==> src/rtl/clkreg_pkg.sv <==
package clkreg_pkg;
  typedef enum logic [2:0] {
    PH_IDLE,
    PH_ADDR,
    PH_PTR,
    PH_WDATA,
    PH_RDATA,
    PH_SKIP
  } phase_t;
endpackage

==> src/rtl/clkreg_line_sync.sv <==
module clkreg_line_sync #(
  parameter int STAGES = 2
) (
  input  logic clk,
  input  logic rst_n,
  input  logic scl_in,
  input  logic sda_in,
  output logic sda_s,
  output logic scl_rise,
  output logic scl_fall,
  output logic start_det,
  output logic stop_det
);
  logic [STAGES-1:0] scl_ff, sda_ff;
  logic scl_d, sda_d, scl_s;

  always_ff @(posedge clk or negedge rst_n) begin
    if (!rst_n) begin
      scl_ff <= '1;
      sda_ff <= '1;
      scl_d  <= 1'b1;
      sda_d  <= 1'b1;
    end else begin
      scl_ff <= {scl_ff[STAGES-2:0], scl_in};
      sda_ff <= {sda_ff[STAGES-2:0], sda_in};
      scl_d  <= scl_ff[STAGES-1];
      sda_d  <= sda_ff[STAGES-1];
    end
  end

  assign scl_s     = scl_ff[STAGES-1];
  assign sda_s     = sda_ff[STAGES-1];
  assign scl_rise  = scl_s & ~scl_d;
  assign scl_fall  = ~scl_s & scl_d;
  assign start_det = scl_s & scl_d & sda_d & ~sda_s;
  assign stop_det  = scl_s & scl_d & ~sda_d & sda_s;
endmodule

==> src/rtl/clkreg_store.sv <==
module clkreg_store #(
  parameter int NREG = 20,
  parameter int DW = 8,
  parameter int NARROW_A_IDX = 4,
  parameter logic [DW-1:0] NARROW_A_MASK = 8'h3F,
  parameter int NARROW_B_IDX = 7,
  parameter logic [DW-1:0] NARROW_B_MASK = 8'h07,
  localparam int PW = $clog2(NREG)
) (
  input  logic               clk,
  input  logic               rst_n,
  input  logic               wr_en,
  input  logic [PW-1:0]      wr_idx,
  input  logic [DW-1:0]      wr_data,
  input  logic               clr,
  output logic [NREG*DW-1:0] q
);
  for (genvar g = 0; g < NREG; g++) begin : g_reg
    localparam logic [DW-1:0] KEEP = (g == NARROW_A_IDX) ? NARROW_A_MASK :
                                     (g == NARROW_B_IDX) ? NARROW_B_MASK : '1;
    always_ff @(posedge clk or negedge rst_n) begin
      if (!rst_n) begin
        q[g*DW +: DW] <= '0;
      end else if (clr) begin
        q[g*DW +: DW] <= '0;
      end else if (wr_en && (wr_idx == PW'(g))) begin
        q[g*DW +: DW] <= wr_data & KEEP;
      end
    end
  end
endmodule

==> src/rtl/clkreg_engine.sv <==
module clkreg_engine
  import clkreg_pkg::*;
#(
  parameter int NREG = 20,
  parameter int DW = 8,
  parameter int AW = 7,
  parameter logic [AW-1:0] DEV_ADDR = 7'h68,
  parameter logic [DW-1:0] SWRST_CODE = 8'h58,
  localparam int PW = $clog2(NREG),
  localparam int CW = $clog2(DW + 1)
) (
  input  logic               clk,
  input  logic               rst_n,
  input  logic               sda_s,
  input  logic               scl_rise,
  input  logic               scl_fall,
  input  logic               start_det,
  input  logic               stop_det,
  input  logic [NREG*DW-1:0] bank_q,
  output logic               sda_oe,
  output logic               wr_en,
  output logic [PW-1:0]      wr_idx,
  output logic [DW-1:0]      wr_data,
  output logic               rd_en,
  output logic [PW-1:0]      rd_idx,
  output logic               clr
);
  phase_t        ph;
  logic          ack_ph;
  logic [CW-1:0] cnt;
  logic [DW-1:0] sh;
  logic [PW-1:0] ptr;
  logic          dir_rd;
  logic          host_ack;
  logic [DW-1:0] cur_byte;

  function automatic logic [PW-1:0] bump(input logic [PW-1:0] p);
    return (p == PW'(NREG - 1)) ? '0 : p + 1'b1;
  endfunction

  assign cur_byte = bank_q[int'(ptr)*DW +: DW];

  always_ff @(posedge clk or negedge rst_n) begin
    if (!rst_n) begin
      ph       <= PH_IDLE;
      ack_ph   <= 1'b0;
      cnt      <= '0;
      sh       <= '0;
      ptr      <= '0;
      dir_rd   <= 1'b0;
      host_ack <= 1'b0;
      sda_oe   <= 1'b0;
      wr_en    <= 1'b0;
      wr_idx   <= '0;
      wr_data  <= '0;
      rd_en    <= 1'b0;
      rd_idx   <= '0;
      clr      <= 1'b0;
    end else begin
      wr_en <= 1'b0;
      rd_en <= 1'b0;
      clr   <= 1'b0;
      if (start_det) begin
        ph     <= PH_ADDR;
        ack_ph <= 1'b0;
        cnt    <= '0;
        sda_oe <= 1'b0;
      end else if (stop_det) begin
        ph     <= PH_IDLE;
        ack_ph <= 1'b0;
        cnt    <= '0;
        sda_oe <= 1'b0;
      end else begin
        unique case (ph)
          PH_IDLE, PH_SKIP: sda_oe <= 1'b0;
          PH_ADDR, PH_PTR, PH_WDATA: begin
            if (!ack_ph) begin
              if (scl_rise && cnt < CW'(DW)) begin
                sh  <= {sh[DW-2:0], sda_s};
                cnt <= cnt + 1'b1;
              end else if (scl_fall && cnt == CW'(DW)) begin
                cnt    <= '0;
                ack_ph <= 1'b1;
                if (ph == PH_ADDR) begin
                  if (sh[DW-1:1] == DEV_ADDR) begin
                    sda_oe <= 1'b1;
                    dir_rd <= sh[0];
                  end else begin
                    ph <= PH_SKIP;
                  end
                end else if (ph == PH_PTR) begin
                  ptr    <= (int'(sh) < NREG) ? sh[PW-1:0] : '0;
                  sda_oe <= 1'b1;
                end else begin
                  sda_oe <= 1'b1;
                  if (ptr == '0 && sh == SWRST_CODE) begin
                    clr <= 1'b1;
                    ptr <= '0;
                  end else begin
                    wr_en   <= 1'b1;
                    wr_idx  <= ptr;
                    wr_data <= sh;
                    ptr     <= bump(ptr);
                  end
                end
              end
            end else if (scl_fall) begin
              ack_ph <= 1'b0;
              sda_oe <= 1'b0;
              if (ph == PH_ADDR) begin
                if (dir_rd) begin
                  ph     <= PH_RDATA;
                  sh     <= cur_byte;
                  sda_oe <= ~cur_byte[DW-1];
                  rd_en  <= 1'b1;
                  rd_idx <= ptr;
                end else begin
                  ph <= PH_PTR;
                end
              end else if (ph == PH_PTR) begin
                ph <= PH_WDATA;
              end
            end
          end
          PH_RDATA: begin
            if (!ack_ph) begin
              if (scl_rise && cnt < CW'(DW)) begin
                cnt <= cnt + 1'b1;
              end else if (scl_fall) begin
                if (cnt == CW'(DW)) begin
                  sda_oe <= 1'b0;
                  ack_ph <= 1'b1;
                  cnt    <= '0;
                  ptr    <= bump(ptr);
                end else begin
                  sh     <= {sh[DW-2:0], 1'b0};
                  sda_oe <= ~sh[DW-2];
                end
              end
            end else begin
              if (scl_rise) begin
                host_ack <= ~sda_s;
              end else if (scl_fall) begin
                ack_ph <= 1'b0;
                if (host_ack) begin
                  sh     <= cur_byte;
                  sda_oe <= ~cur_byte[DW-1];
                  rd_en  <= 1'b1;
                  rd_idx <= ptr;
                end else begin
                  ph     <= PH_SKIP;
                  sda_oe <= 1'b0;
                end
              end
            end
          end
          default: ph <= PH_IDLE;
        endcase
      end
    end
  end
endmodule

==> src/rtl/clkreg_i2c_target.sv <==
module clkreg_i2c_target #(
  parameter int NREG = 20,
  parameter int DW = 8,
  parameter int AW = 7,
  parameter logic [AW-1:0] DEV_ADDR = 7'h68,
  parameter logic [DW-1:0] SWRST_CODE = 8'h58,
  parameter int SYNC_STAGES = 2,
  parameter int NARROW_A_IDX = 4,
  parameter logic [DW-1:0] NARROW_A_MASK = 8'h3F,
  parameter int NARROW_B_IDX = 7,
  parameter logic [DW-1:0] NARROW_B_MASK = 8'h07
) (
  input  logic               clk,
  input  logic               rst_n,
  input  logic               scl_in,
  input  logic               sda_in,
  output logic               sda_oe,
  output logic [NREG*DW-1:0] reg_q,
  output logic [NREG-1:0]    wr_stb,
  output logic [NREG-1:0]    rd_stb,
  output logic               sw_rst
);
  localparam int PW = $clog2(NREG);

  logic          sda_s, scl_rise, scl_fall, start_det, stop_det;
  logic          wr_en, rd_en, clr;
  logic [PW-1:0] wr_idx, rd_idx;
  logic [DW-1:0] wr_data;

  clkreg_line_sync #(.STAGES(SYNC_STAGES)) u_sync (
    .clk(clk), .rst_n(rst_n), .scl_in(scl_in), .sda_in(sda_in),
    .sda_s(sda_s), .scl_rise(scl_rise), .scl_fall(scl_fall),
    .start_det(start_det), .stop_det(stop_det)
  );

  clkreg_engine #(
    .NREG(NREG), .DW(DW), .AW(AW), .DEV_ADDR(DEV_ADDR), .SWRST_CODE(SWRST_CODE)
  ) u_engine (
    .clk(clk), .rst_n(rst_n), .sda_s(sda_s), .scl_rise(scl_rise),
    .scl_fall(scl_fall), .start_det(start_det), .stop_det(stop_det),
    .bank_q(reg_q), .sda_oe(sda_oe), .wr_en(wr_en), .wr_idx(wr_idx),
    .wr_data(wr_data), .rd_en(rd_en), .rd_idx(rd_idx), .clr(clr)
  );

  clkreg_store #(
    .NREG(NREG), .DW(DW),
    .NARROW_A_IDX(NARROW_A_IDX), .NARROW_A_MASK(NARROW_A_MASK),
    .NARROW_B_IDX(NARROW_B_IDX), .NARROW_B_MASK(NARROW_B_MASK)
  ) u_store (
    .clk(clk), .rst_n(rst_n), .wr_en(wr_en), .wr_idx(wr_idx),
    .wr_data(wr_data), .clr(clr), .q(reg_q)
  );

  for (genvar g = 0; g < NREG; g++) begin : g_stb
    assign wr_stb[g] = wr_en && (wr_idx == PW'(g));
    assign rd_stb[g] = rd_en && (rd_idx == PW'(g));
  end

  assign sw_rst = clr;
endmodule

==> config.mk <==
export PLATFORM = sky130hd
export DESIGN_NAME = clkreg_i2c_target
export DESIGN_NICKNAME = d
export VERILOG_FILES = /design/src/rtl/clkreg_pkg.sv /design/src/rtl/clkreg_line_sync.sv /design/src/rtl/clkreg_store.sv /design/src/rtl/clkreg_engine.sv /design/src/rtl/clkreg_i2c_target.sv
export SDC_FILE = /design/constraint.sdc
export NUM_CORES = 1
export LEC_CHECK = 0
export BUFFER_PORTS_ARGS = -buffer_cell sky130_fd_sc_hd__buf_2
export CORE_MARGIN = 3
export CORE_UTILIZATION = 40
export CTS_CLUSTER_DIAMETER = 150
export DETAILED_ROUTE_END_ITERATION = 16
export MAX_ROUTING_LAYER = met4
export SLEW_MARGIN = 40
export SYNTH_ARGS = -nofsm -noshare
export SYNTH_HDL_FRONTEND = slang
export SYNTH_SLANG_ARGS = --single-unit
==> constraint.sdc <==
create_clock -name clk -period 2.6 [get_ports clk]
set_input_delay 0.52 -clock clk [delete_from_list [all_inputs] [get_ports clk]]
set_output_delay 0.52 -clock clk [all_outputs]
set_load 0.1 [all_outputs]
==> results of run 1 <==
cell usage in the layout, fill, tap and decap left out, types with 7 or more instances in the layout:
cell                        synthesis  routed
sky130_fd_sc_hd__mux4_2            22      22
sky130_fd_sc_hd__nor3_1            13       7
sky130_fd_sc_hd__clkbuf_16          0      24
sky130_fd_sc_hd__nand2b_1           8       8
sky130_fd_sc_hd__o21ai_0           30      30
sky130_fd_sc_hd__buf_4              9      43
sky130_fd_sc_hd__mux4_1            12      12
sky130_fd_sc_hd__nand3_1           33      33
sky130_fd_sc_hd__dfrtp_2            0      10
sky130_fd_sc_hd__mux2_2            18      18
sky130_fd_sc_hd__a21oi_1          114     114
sky130_fd_sc_hd__mux2i_1           68      68
sky130_fd_sc_hd__dfrtp_1          198     187
sky130_fd_sc_hd__nor2_1           107     105
sky130_fd_sc_hd__o22ai_1            9       9
sky130_fd_sc_hd__buf_12             1      24
sky130_fd_sc_hd__conb_1             1       7
sky130_fd_sc_hd__inv_1             19      19
sky130_fd_sc_hd__buf_2             18     177
sky130_fd_sc_hd__clkbuf_8           0       8
sky130_fd_sc_hd__nand2_1          214     213
final cells by class:
class	count	area, µm²	area share
inverter	28	118	0.00905
clock buffer	36	716	0.0551
clock inverter	8	180	0.0139
tap	324	405	0.0312
sequential	204	5130	0.395
timing repair buffer	247	1720	0.132
multi-input combinational	738	4720	0.364
sequential cells by signal, indices dropped and copies added, names as in the netlist, 3 cells and up:
signal            count
u_store.q           153
u_engine.cnt          4
u_engine.rd_idx       5
u_engine.sh           8
u_engine.wr_data      8
u_engine.wr_idx       5
u_engine.ph           3
u_engine.ptr          5
per-layer routing:
metal / up-vias / part of all wire / GRT usage
li1: 4022 / - / -
met1: 4372 / 0.45 / 0.349
met2: 415 / 0.45 / 0.360
met3: 43 / 0.085 / 0.0424
met4: 0 / 0.016 / 0.0528
met5: - / 0 / -
worst paths after layout:
check / to / slack [ns] / cells after the start
max: wr_stb[3] / 0.07 / 5
min: u_sync.scl_ff[0] / 0.11 / 1
max reg2reg: u_engine.sh[6] / 0.25 / 6
min reg2reg: u_sync.scl_ff[1] / 0.36 / 0
max in group asynchronous: u_engine.clr / 1.27 / 3
min in group asynchronous: u_store.q[81] / 0.50 / 2
metrics by stage:
stage                     total power [mW]  cells   util  hold slack, ns  instance area [µm²]
final                                 7.55   1585  0.525           0.108                13000
after global routing                  7.82   1585  0.525          0.0884                13000
after CTS                             7.60   1585  0.524          0.0923                13000
after detailed placement              3.83   1540  0.487           0.348                12000
after global placement                3.82   1540  0.486           0.346                12000
after floorplan                       3.65   1053      -           0.224                10300
power by group through the flow:
stage | registers [mW] | clock network [mW] | logic (mW)
floorplan | 3.42 | 0 | 0.235
finish | 3.34 | 3.77 | 0.433
CTS | 3.34 | 3.82 | 0.438
detailed placement | 3.40 | 0 | 0.435
global placement | 3.39 | 0 | 0.429
global route | 3.35 | 3.99 | 0.481
kinds of logic after synthesis:
kind of cell             share of synthesized area
other                                     0.000366
multiplexers                                 0.165
adder cells (fa/ha/maj)                    0.00488
AO/OA/AOI/OAI                                0.106
flip-flops                                   0.499
buffers and inverters                       0.0484
AND/OR/NAND/NOR                              0.175
XOR/XNOR                                   0.00171
timing repair:
action                                  in CTS  in global routing
endpoints found under the setup margin      12                  5
gates cloned                                 0                  0
hold buffers                                 1                  0
endpoints found under the hold margin       48                  0
gates resized for setup                     12                  4
pin swaps                                    0                  0
==> metrics.csv, run 1 <==
stage,metric,value,unit
clock_network,clock_latency,0.53,ns
pwr,power_switching_share,0.234,
critical_path,worst-path-buf-inv,2,
sta,setup_violations,0,
pwr,pwr_density_cell,581,nW/µm²
sta,slew_headroom,0.495,
die,floorplan.rows,57,
die,top_level_ports,206,
logic_synthesis,ys_warn_count,0,
clock_network,clock_tree_from_tritoncts,done,
critical_path,critical-path-top-delay-family,simple AND/OR/NAND/NOR gates,
global_route,grt.total_usage,0.242,
pwr,p_sw,1.77,mW
critical_path,critical-path-slowest-cell,sky130_fd_sc_hd__dfrtp_1,
logic_synthesis,synth_edf_count,0,
critical_path,critPathLaunch,u_engine.wr_idx[4],
routing,drt_drc_violations_left,0,
logic_synthesis,synth_seq_cells,204,
pwr,power.sequential.fraction,0.443,
worst_hold_path,hold_start,scl_in,
final_layout,antenna-diode-count,0,
pwr,vdd_drop_max,0.000415,V
place,place.detailed.hpwl,23000,µm
pwr,lkg_pwr,6.30,nW
sta,grt_setup_unrepaired,yes,
critical_path,cp-start-kind,flip-flop,
place,pre_cts_slack,0.273,ns
sta,timing_worst_slew_pin_value,0.757,ns
critical_path,cp_max_fo,9,
logic_synthesis,synth_async_sr_flop_share,1.00,
clock_network,cts.sink_count,204,
clock_network,htree_levels,1,
logic_synthesis,synth.top_cells.by_area,"sky130_fd_sc_hd__dfrtp_1, sky130_fd_sc_hd__nand2_1, sky130_fd_sc_hd__mux2i_1",
sta,final.min_clock_period,2.53,ns
global_route,grt-ovfl-total,0,
worst_hold_path,hold_class,primary input to flip-flop,
critical_path,critical-path-max-stage-delay,0.40,ns
routing,wl_per_cell,21.2,µm
run_status,result_of_the_run,"complete, no violations",
logic_synthesis,synth_area_per_cell,9.79,µm²
global_route,initial_antenna_violation_count,0,
critical_path,worstReg2RegStart,u_engine.ptr[0],
sta,fin_worst_skew,0.0303,ns
critical_path,crit_path_cell_trace,nor2b_2 > and2_1 > nor2b_1 > buf_4 > buf_12,
clock_network,clk_pin_slew_worst_paths,0.06,ns
pwr,pwr-share-comb,0.057,
sta,achievable_freq,0.395,GHz
die,die_area,27600,µm²
logic_synthesis,synthTopCellsByCount,"sky130_fd_sc_hd__nand2_1, sky130_fd_sc_hd__dfrtp_1, sky130_fd_sc_hd__a21oi_1, sky130_fd_sc_hd__nor2_1, sky130_fd_sc_hd__mux2i_1",
final_layout,areaGrowthSynthToFinish,26.7,%
clock_network,cts_buffers,24,
critical_path,critPathKind,flip-flop to output port,
global_route,maximum_number_of_pins_on_one_net_before_global_route_repair,154,
final_layout,final_net_count,1251,
sta,min_period_over_period,0.973,
logic_synthesis,ys_dominant_reg_cell,sky130_fd_sc_hd__dfrtp_1,
sta,slew_viol_final,0,
pwr,proportion_of_power_drawn_by_the_clock_network,0.500,
final_layout,filler_cell_count,2198,
run,maxCapViolCount,0,
pwr,power.internal,5.78,mW
logic_synthesis,synth.cell_area,10300,µm²
critical_path,worst_setup_path_end_kind,output port,
place,port_buffers,198,
place,place.gp.congestion,0.893,
final_layout,layout-drive-gt1-share,0.293,
routing,routed_wl,33500,µm
clock_network,clk_root_buffer_cell,sky130_fd_sc_hd__clkbuf_16,
routing,detail-route-antenna-nets,0,
clock_network,cts.path.max_buffers,3,
logic_synthesis,synth_top_area_share,0.483,
global_route,grt_first_pass_wirelength,51900,µm
critical_path,required,2.08,ns
logic_synthesis,synth_seq_area_share,0.499,
sta,finalHoldViolCount,0,
sta,post-route-worst-setup-slack,0.0703,ns
die,coreArea,24700,µm²
clock_network,post-cts-setup-buffers,0,
routing,first_iter_violations,1006,
global_route,number_of_global_route_vias_before_repair,8493,
die,fp.dieW,166,µm
die,floorplan.initialDensity,0.414,
logic_synthesis,post-synth-top-count-cell,sky130_fd_sc_hd__nand2_1,
logic_synthesis,netlist-cell-type-count,60,
die,chipHeight,166,µm
routing,drt-pass1-iter-count,5,
logic_synthesis,synthCells,1047,
critical_path,timing.critical_path.arrival,2.01,ns
sta,setup-tns-final,0,ns
routing,routed_via_density,5.58,
routing,vias,8852,
logic_synthesis,synth_largest_area_cell,sky130_fd_sc_hd__dfrtp_1,
(Power assumes the default switching activity.)
==> inputs of run 2 (changes only) <==
--- a/config.mk
+++ b/config.mk
@@ -10,7 +10,10 @@
 export CORE_UTILIZATION = 40
 export CTS_CLUSTER_DIAMETER = 150
 export DETAILED_ROUTE_END_ITERATION = 16
+export GPL_ROUTABILITY_DRIVEN = 1
 export MAX_ROUTING_LAYER = met4
+export RECOVER_POWER = 25
+export SKIP_LAST_GASP = 1
 export SLEW_MARGIN = 40
 export SYNTH_ARGS = -nofsm -noshare
 export SYNTH_HDL_FRONTEND = slang
==> metrics.csv, run 2 (same netlist as run 1, synthesis figures left out) <==
stage,metric,value,unit,change
run_status,result_of_the_run,"complete, no violations",,
critical_path,cp-start-kind,flip-flop,,
clock_network,cts_buffers,24,,unchanged
final_layout,areaGrowthSynthToFinish,26.4,%,
routing,wl_per_cell,21.1,µm,-0.35%
die,chipHeight,166,µm,unchanged
final_layout,layout-drive-gt1-share,0.291,,-0.00238
final_layout,layout_commonest_cell,sky130_fd_sc_hd__nand2_1,,
routing,routed_via_density,5.59,,about the same
critical_path,timing.critical_path.arrival,2.02,ns,about the same
die,top_level_ports,206,,unchanged
place,place_area,12000,µm²,unchanged
clock_network,clock_tree_from_tritoncts,done,,
clock_network,cts.sink_count,204,,unchanged
final_layout,largest_register_ff_count,153,,unchanged
sta,slew_viol_final,0,,unchanged
sta,min_period_over_period,0.976,,+0.00304
routing,routed_wl,33400,µm,-0.35%
final_layout,utilization,0.524,,-0.00101
critical_path,required,2.08,ns,about the same
routing,drt-met1-wl,14900,µm,-0.12%
routing,detail-route-antenna-nets,0,,unchanged
routing,drt_drc_violations_left,0,,unchanged
clock_network,post-cts-setup-buffers,0,,unchanged
global_route,grt-ovfl-total,0,,unchanged
clock_network,clk_root_buffer_cell,sky130_fd_sc_hd__clkbuf_16,,
clock_network,cts.path.max_buffers,3,,unchanged
final_layout,registers.top_by_ff_count,u_store.q,,
die,die_area,27600,µm²,unchanged
place,place.gp.congestion,0.893,,unchanged
sta,slew_headroom,0.112,,-0.384
final_layout,antenna-diode-count,0,,unchanged
run,maxCapViolCount,0,,unchanged
critical_path,cp_max_fo,9,,unchanged
routing,vias,8855,,+0.034%
pwr,pwr_density_cell,582,nW/µm²,+0.10%
die,floorplan.initialDensity,0.414,,unchanged
routing,first_iter_violations,1061,,+5.5%
die,floorplan.rows,57,,unchanged
sta,final.min_clock_period,2.54,ns,+0.00791 ns
sta,finalHoldViolCount,0,,unchanged
final_layout,layout.cell_area.non_filler,13000,µm²,-0.19%
critical_path,critPathKind,flip-flop to output port,,
die,fp.dieW,166,µm,unchanged
routing,met2WireLength,15200,µm,-0.26%
global_route,maximum_number_of_pins_on_one_net_before_global_route_repair,154,,unchanged
global_route,grt_first_pass_wirelength,51900,µm,about the same
sta,setup_violations,0,,unchanged
global_route,grt.total_usage,0.242,,unchanged
die,coreArea,24700,µm²,unchanged
routing,topRoutingLayerUsed,met4,,
final_layout,top_library_cells_by_usage_in_the_layout_fill_and_taps_aside,"sky130_fd_sc_hd__nand2_1, sky130_fd_sc_hd__dfrtp_1, sky130_fd_sc_hd__buf_2",,
clock_network,clock_latency,0.54,ns,about the same
sta,setup-tns-final,0,ns,unchanged
sta,fin_worst_skew,0.0323,ns,+0.00199 ns
clock_network,clk_pin_slew_worst_paths,0.06,ns,about the same
final_layout,biggestRegsByFlops,"u_store.q (153), u_engine.sh (8), u_engine.wr_data (8)",,
routing,drt-pass1-iter-count,5,,unchanged
worst_hold_path,hold_class,primary input to flip-flop,,
sta,grt_setup_unrepaired,yes,,
pwr,lkg_pwr,6.28,nW,-0.26%
final_layout,filler_cell_count,2208,,+0.45%
routing,wl_met3,2700,µm,-4.7%
place,port_buffers,198,,unchanged
clock_network,htree_levels,1,,unchanged
critical_path,worst_setup_path_end_kind,output port,,
global_route,initial_antenna_violation_count,0,,unchanged
sta,achievable_freq,0.394,GHz,-0.31%
pwr,vdd_drop_max,0.000415,V,about the same
global_route,number_of_global_route_vias_before_repair,8486,,-0.082%
final_layout,final_net_count,1251,,unchanged
place,place.detailed.hpwl,23000,µm,unchanged
sta,timing_worst_slew_pin_value,1.33,ns,+0.576 ns
==> run 2: repair_timing <==
item                       4_1_cts  5_1_grt
hold endpoints to repair        48        0
gates resized for setup          9        6
setup endpoints to repair       12        8
hold buffers                     1        0
==> run 2: final cells by class <==
cell class,instances,area (µm²),share of cell area
repair buffers,247,1690,0.131
clock inverters,8,180,0.0139
clock buffers,36,716,0.0552
flip-flops and latches,204,5130,0.395
multi-input cells,738,4720,0.364
well taps,324,405,0.0313
inverters,28,120,0.00926
==> run 2: metrics by stage <==
step | std cells | total power, mW | hold WS, ns | setup slack [ns]
after floorplan | 1053 | 3.65 | 0.224 | -0.00533
after global placement | 1540 | 3.82 | 0.346 | 0.332
after detailed placement | 1540 | 3.83 | 0.348 | 0.273
after CTS | 1585 | 7.60 | 0.0923 | -0.0270
after global routing | 1585 | 7.81 | 0.0884 | -0.0405
final | 1585 | 7.54 | 0.109 | 0.0624
==> run 2: metal layers <==
metal / GRT usage / vias up
li1: - / 4019
met1: 0.349 / 4389
met2: 0.360 / 397
met3: 0.0424 / 50
met4: 0.0528 / 0
met5: - / -
==> run 2: path summary, 6_finish.rpt <==
check / slack [ns] / depth (start not counted) / startpoint / endpoint
max: 0.06 / 5 / u_engine.wr_idx[3] / wr_stb[18]
min: 0.11 / 1 / scl_in / u_sync.scl_ff[0]
max reg2reg: 0.24 / 6 / u_engine.ptr[0] / u_engine.sh[6]
min reg2reg: 0.36 / 0 / u_sync.scl_ff[0] / u_sync.scl_ff[1]
max in group asynchronous: 0.37 / 3 / rst_n / u_store.q[45]
min in group asynchronous: 0.81 / 2 / rst_n / u_store.q[81]
==> run 2: power by group <==
group	switching [mW]	leakage, nW	total, mW	internal [mW]
logic	0.297	3.04	0.427	0.130
registers	0.0903	2.80	3.34	3.25
clock network	1.38	0.438	3.78	2.40
total	1.76	6.28	7.54	5.78
==> run 2: worst max-delay path: stages (launching register included) <==
cell and delay [ns]:
sky130_fd_sc_hd__dfrtp_1 0.46, sky130_fd_sc_hd__nor2_1 0.15, sky130_fd_sc_hd__and3_1 0.28, sky130_fd_sc_hd__nand2_1 0.16
sky130_fd_sc_hd__clkinvlp_4 0.24, sky130_fd_sc_hd__buf_12 0.20
==> inputs of run 3 (changes only) <==
--- a/config.mk
+++ b/config.mk
@@ -6,8 +6,10 @@
 export NUM_CORES = 1
 export LEC_CHECK = 0
 export BUFFER_PORTS_ARGS = -buffer_cell sky130_fd_sc_hd__buf_2
+export CAP_MARGIN = 20
 export CORE_MARGIN = 3
 export CORE_UTILIZATION = 40
+export CTS_BUF_LIST = sky130_fd_sc_hd__clkbuf_8 sky130_fd_sc_hd__clkbuf_16
 export CTS_CLUSTER_DIAMETER = 150
 export DETAILED_ROUTE_END_ITERATION = 16
 export GPL_ROUTABILITY_DRIVEN = 1
==> metrics.csv, run 3 (same netlist as run 1, synthesis figures left out) <==
stage,metric,value,unit,change
final_layout,biggestRegsByFlops,"u_store.q (153), u_engine.sh (8), u_engine.wr_data (8)",,
sta,setup_violations,0,,unchanged
clock_network,htree_levels,1,,unchanged
die,coreArea,24700,µm²,unchanged
sta,timing_worst_slew_pin_value,1.34,ns,+0.00936 ns
clock_network,clock_tree_from_tritoncts,done,,
final_layout,registers.top_by_ff_count,u_store.q,,
clock_network,cts_buffers,24,,unchanged
place,place.gp.congestion,0.893,,unchanged
critical_path,timing.critical_path.arrival,2.03,ns,about the same
die,fp.dieW,166,µm,unchanged
critical_path,cp_max_fo,9,,unchanged
critical_path,required,2.08,ns,about the same
die,top_level_ports,206,,unchanged
critical_path,reg2reg_setup_slack,0.24,ns,about the same
routing,detail-route-antenna-nets,0,,unchanged
routing,drt_drc_violations_left,0,,unchanged
critical_path,worst_setup_path_end_kind,output port,,
die,floorplan.initialDensity,0.414,,unchanged
sta,final.min_clock_period,2.55,ns,+0.00754 ns
sta,grt_setup_unrepaired,yes,,
sta,min_period_over_period,0.979,,+0.00290
routing,vias,8886,,+0.35%
clock_network,clk_root_buffer_cell,sky130_fd_sc_hd__clkbuf_16,,
global_route,initial_antenna_violation_count,0,,unchanged
final_layout,layoutNonFillerInstCount,1585,,unchanged
critical_path,cp-start-kind,flip-flop,,
pwr,vdd_drop_max,0.000417,V,+0.49%
final_layout,areaGrowthSynthToFinish,26.4,%,unchanged
pwr,pwr_density_cell,580,nW/µm²,-0.22%
final_layout,multi_input_comb_area,4720,µm²,unchanged
place,port_buffers,198,,unchanged
die,die_area,27600,µm²,unchanged
final_layout,largest_register_ff_count,153,,unchanged
sta,finalHoldViolCount,0,,unchanged
run,maxCapViolCount,0,,unchanged
die,chipHeight,166,µm,unchanged
global_route,grt.total_usage,0.242,,unchanged
final_layout,final_net_count,1251,,unchanged
place,dp.cells,1540,,unchanged
final_layout,antenna-diode-count,0,,unchanged
final_layout,utilization,0.524,,unchanged
run_status,result_of_the_run,"complete, no violations",,
pwr,power.total,7.52,mW,-0.22%
routing,wl_per_cell,21.1,µm,about the same
routing,routed_wl,33400,µm,about the same
global_route,grt-ovfl-total,0,,unchanged
routing,first_iter_violations,1132,,+6.7%
clock_network,cts.sink_count,204,,unchanged
global_route,grt_first_pass_wirelength,51900,µm,about the same
final_layout,top_library_cells_by_usage_in_the_layout_fill_and_taps_aside,"sky130_fd_sc_hd__nand2_1, sky130_fd_sc_hd__dfrtp_1, sky130_fd_sc_hd__buf_2",,
routing,routed_via_density,5.61,,+0.35%
final_layout,layout-drive-gt1-share,0.291,,unchanged
worst_hold_path,hold_class,primary input to flip-flop,,
pwr,lkg_pwr,6.30,nW,+0.33%
final_layout,layout_commonest_cell,sky130_fd_sc_hd__nand2_1,,
global_route,number_of_global_route_vias_before_repair,8483,,-0.035%
critical_path,critPathKind,flip-flop to output port,,
clock_network,post-cts-setup-buffers,0,,unchanged
die,floorplan.rows,57,,unchanged
clock_network,cts.path.max_buffers,3,,unchanged
sta,fin_worst_skew,0.0319,ns,-0.000325 ns
clock_network,clock_latency,0.54,ns,about the same
sta,slew_headroom,0.105,,-0.00624
routing,drt-pass1-iter-count,5,,unchanged
sta,slew_viol_final,0,,unchanged
final_layout,filler_cell_count,2208,,unchanged
global_route,maximum_number_of_pins_on_one_net_before_global_route_repair,154,,unchanged
place,place.detailed.hpwl,23000,µm,unchanged
clock_network,clk_pin_slew_worst_paths,0.06,ns,about the same
final_layout,register_area,5130,µm²,unchanged
sta,achievable_freq,0.393,GHz,-0.30%
[run 3: cell type report]
class,count,share of cell area
multi-input combinational,738,0.364
clock inverter,13,0.0153
tap,324,0.0313
clock buffer,31,0.0538
sequential,204,0.395
timing repair buffer,247,0.131
inverter,28,0.00926
[run 3: timing repair]
action                                  in CTS  in global routing
endpoints found under the setup margin      12                  8
endpoints found under the hold margin       48                  0
resized for setup                            9                  6
hold buffers                                 1                  0
[run 3: critical path, stage by stage, from the launching register on]
cell and delay, ns:
sky130_fd_sc_hd__dfrtp_1 0.46, sky130_fd_sc_hd__nor2_1 0.15, sky130_fd_sc_hd__and3_1 0.28, sky130_fd_sc_hd__nand2_1 0.16
sky130_fd_sc_hd__clkinvlp_4 0.23, sky130_fd_sc_hd__buf_12 0.20
[run 3: layer usage]
metal / vias up / part of all wire / GRT usage
met5: - / 0 / -
met4: 0 / 0.021 / 0.0528
met3: 61 / 0.084 / 0.0424
met2: 434 / 0.45 / 0.360
met1: 4375 / 0.44 / 0.349
li1: 4016 / - / -
[run 3: worst paths after layout]
path	start	endpoint	cells past startpoint
min reg2reg	u_sync.scl_ff[0]	u_sync.scl_ff[1]	0
min	scl_in	u_sync.scl_ff[0]	1
max reg2reg	u_engine.ptr[0]	u_engine.sh[6]	6
max in group asynchronous	rst_n	u_engine.clr	3
max	u_engine.wr_idx[3]	wr_stb[18]	5
min in group asynchronous	rst_n	u_store.q[81]	2
[run 3: metrics by stage]
stage | hold slack [ns] | area (µm²) | TNS [ns] | setup slack (ns)
after floorplan | 0.224 | 10300 | -0.0160 | -0.00533
after global placement | 0.346 | 12000 | 0 | 0.332
after detailed placement | 0.348 | 12000 | 0 | 0.273
after CTS | 0.0923 | 13000 | -0.0514 | -0.0270
after global routing | 0.0884 | 13000 | -0.0713 | -0.0408
final | 0.107 | 13000 | 0 | 0.0548
[run 3: report_power, final]
| group | internal (mW) | leakage [nW] | switching (mW) |
|---|---|---|---|
| Combinational | 0.130 | 3.04 | 0.297 |
| Sequential | 3.25 | 2.80 | 0.0904 |
| Clock | 2.38 | 0.458 | 1.38 |
| Total | 5.76 | 6.30 | 1.77 |
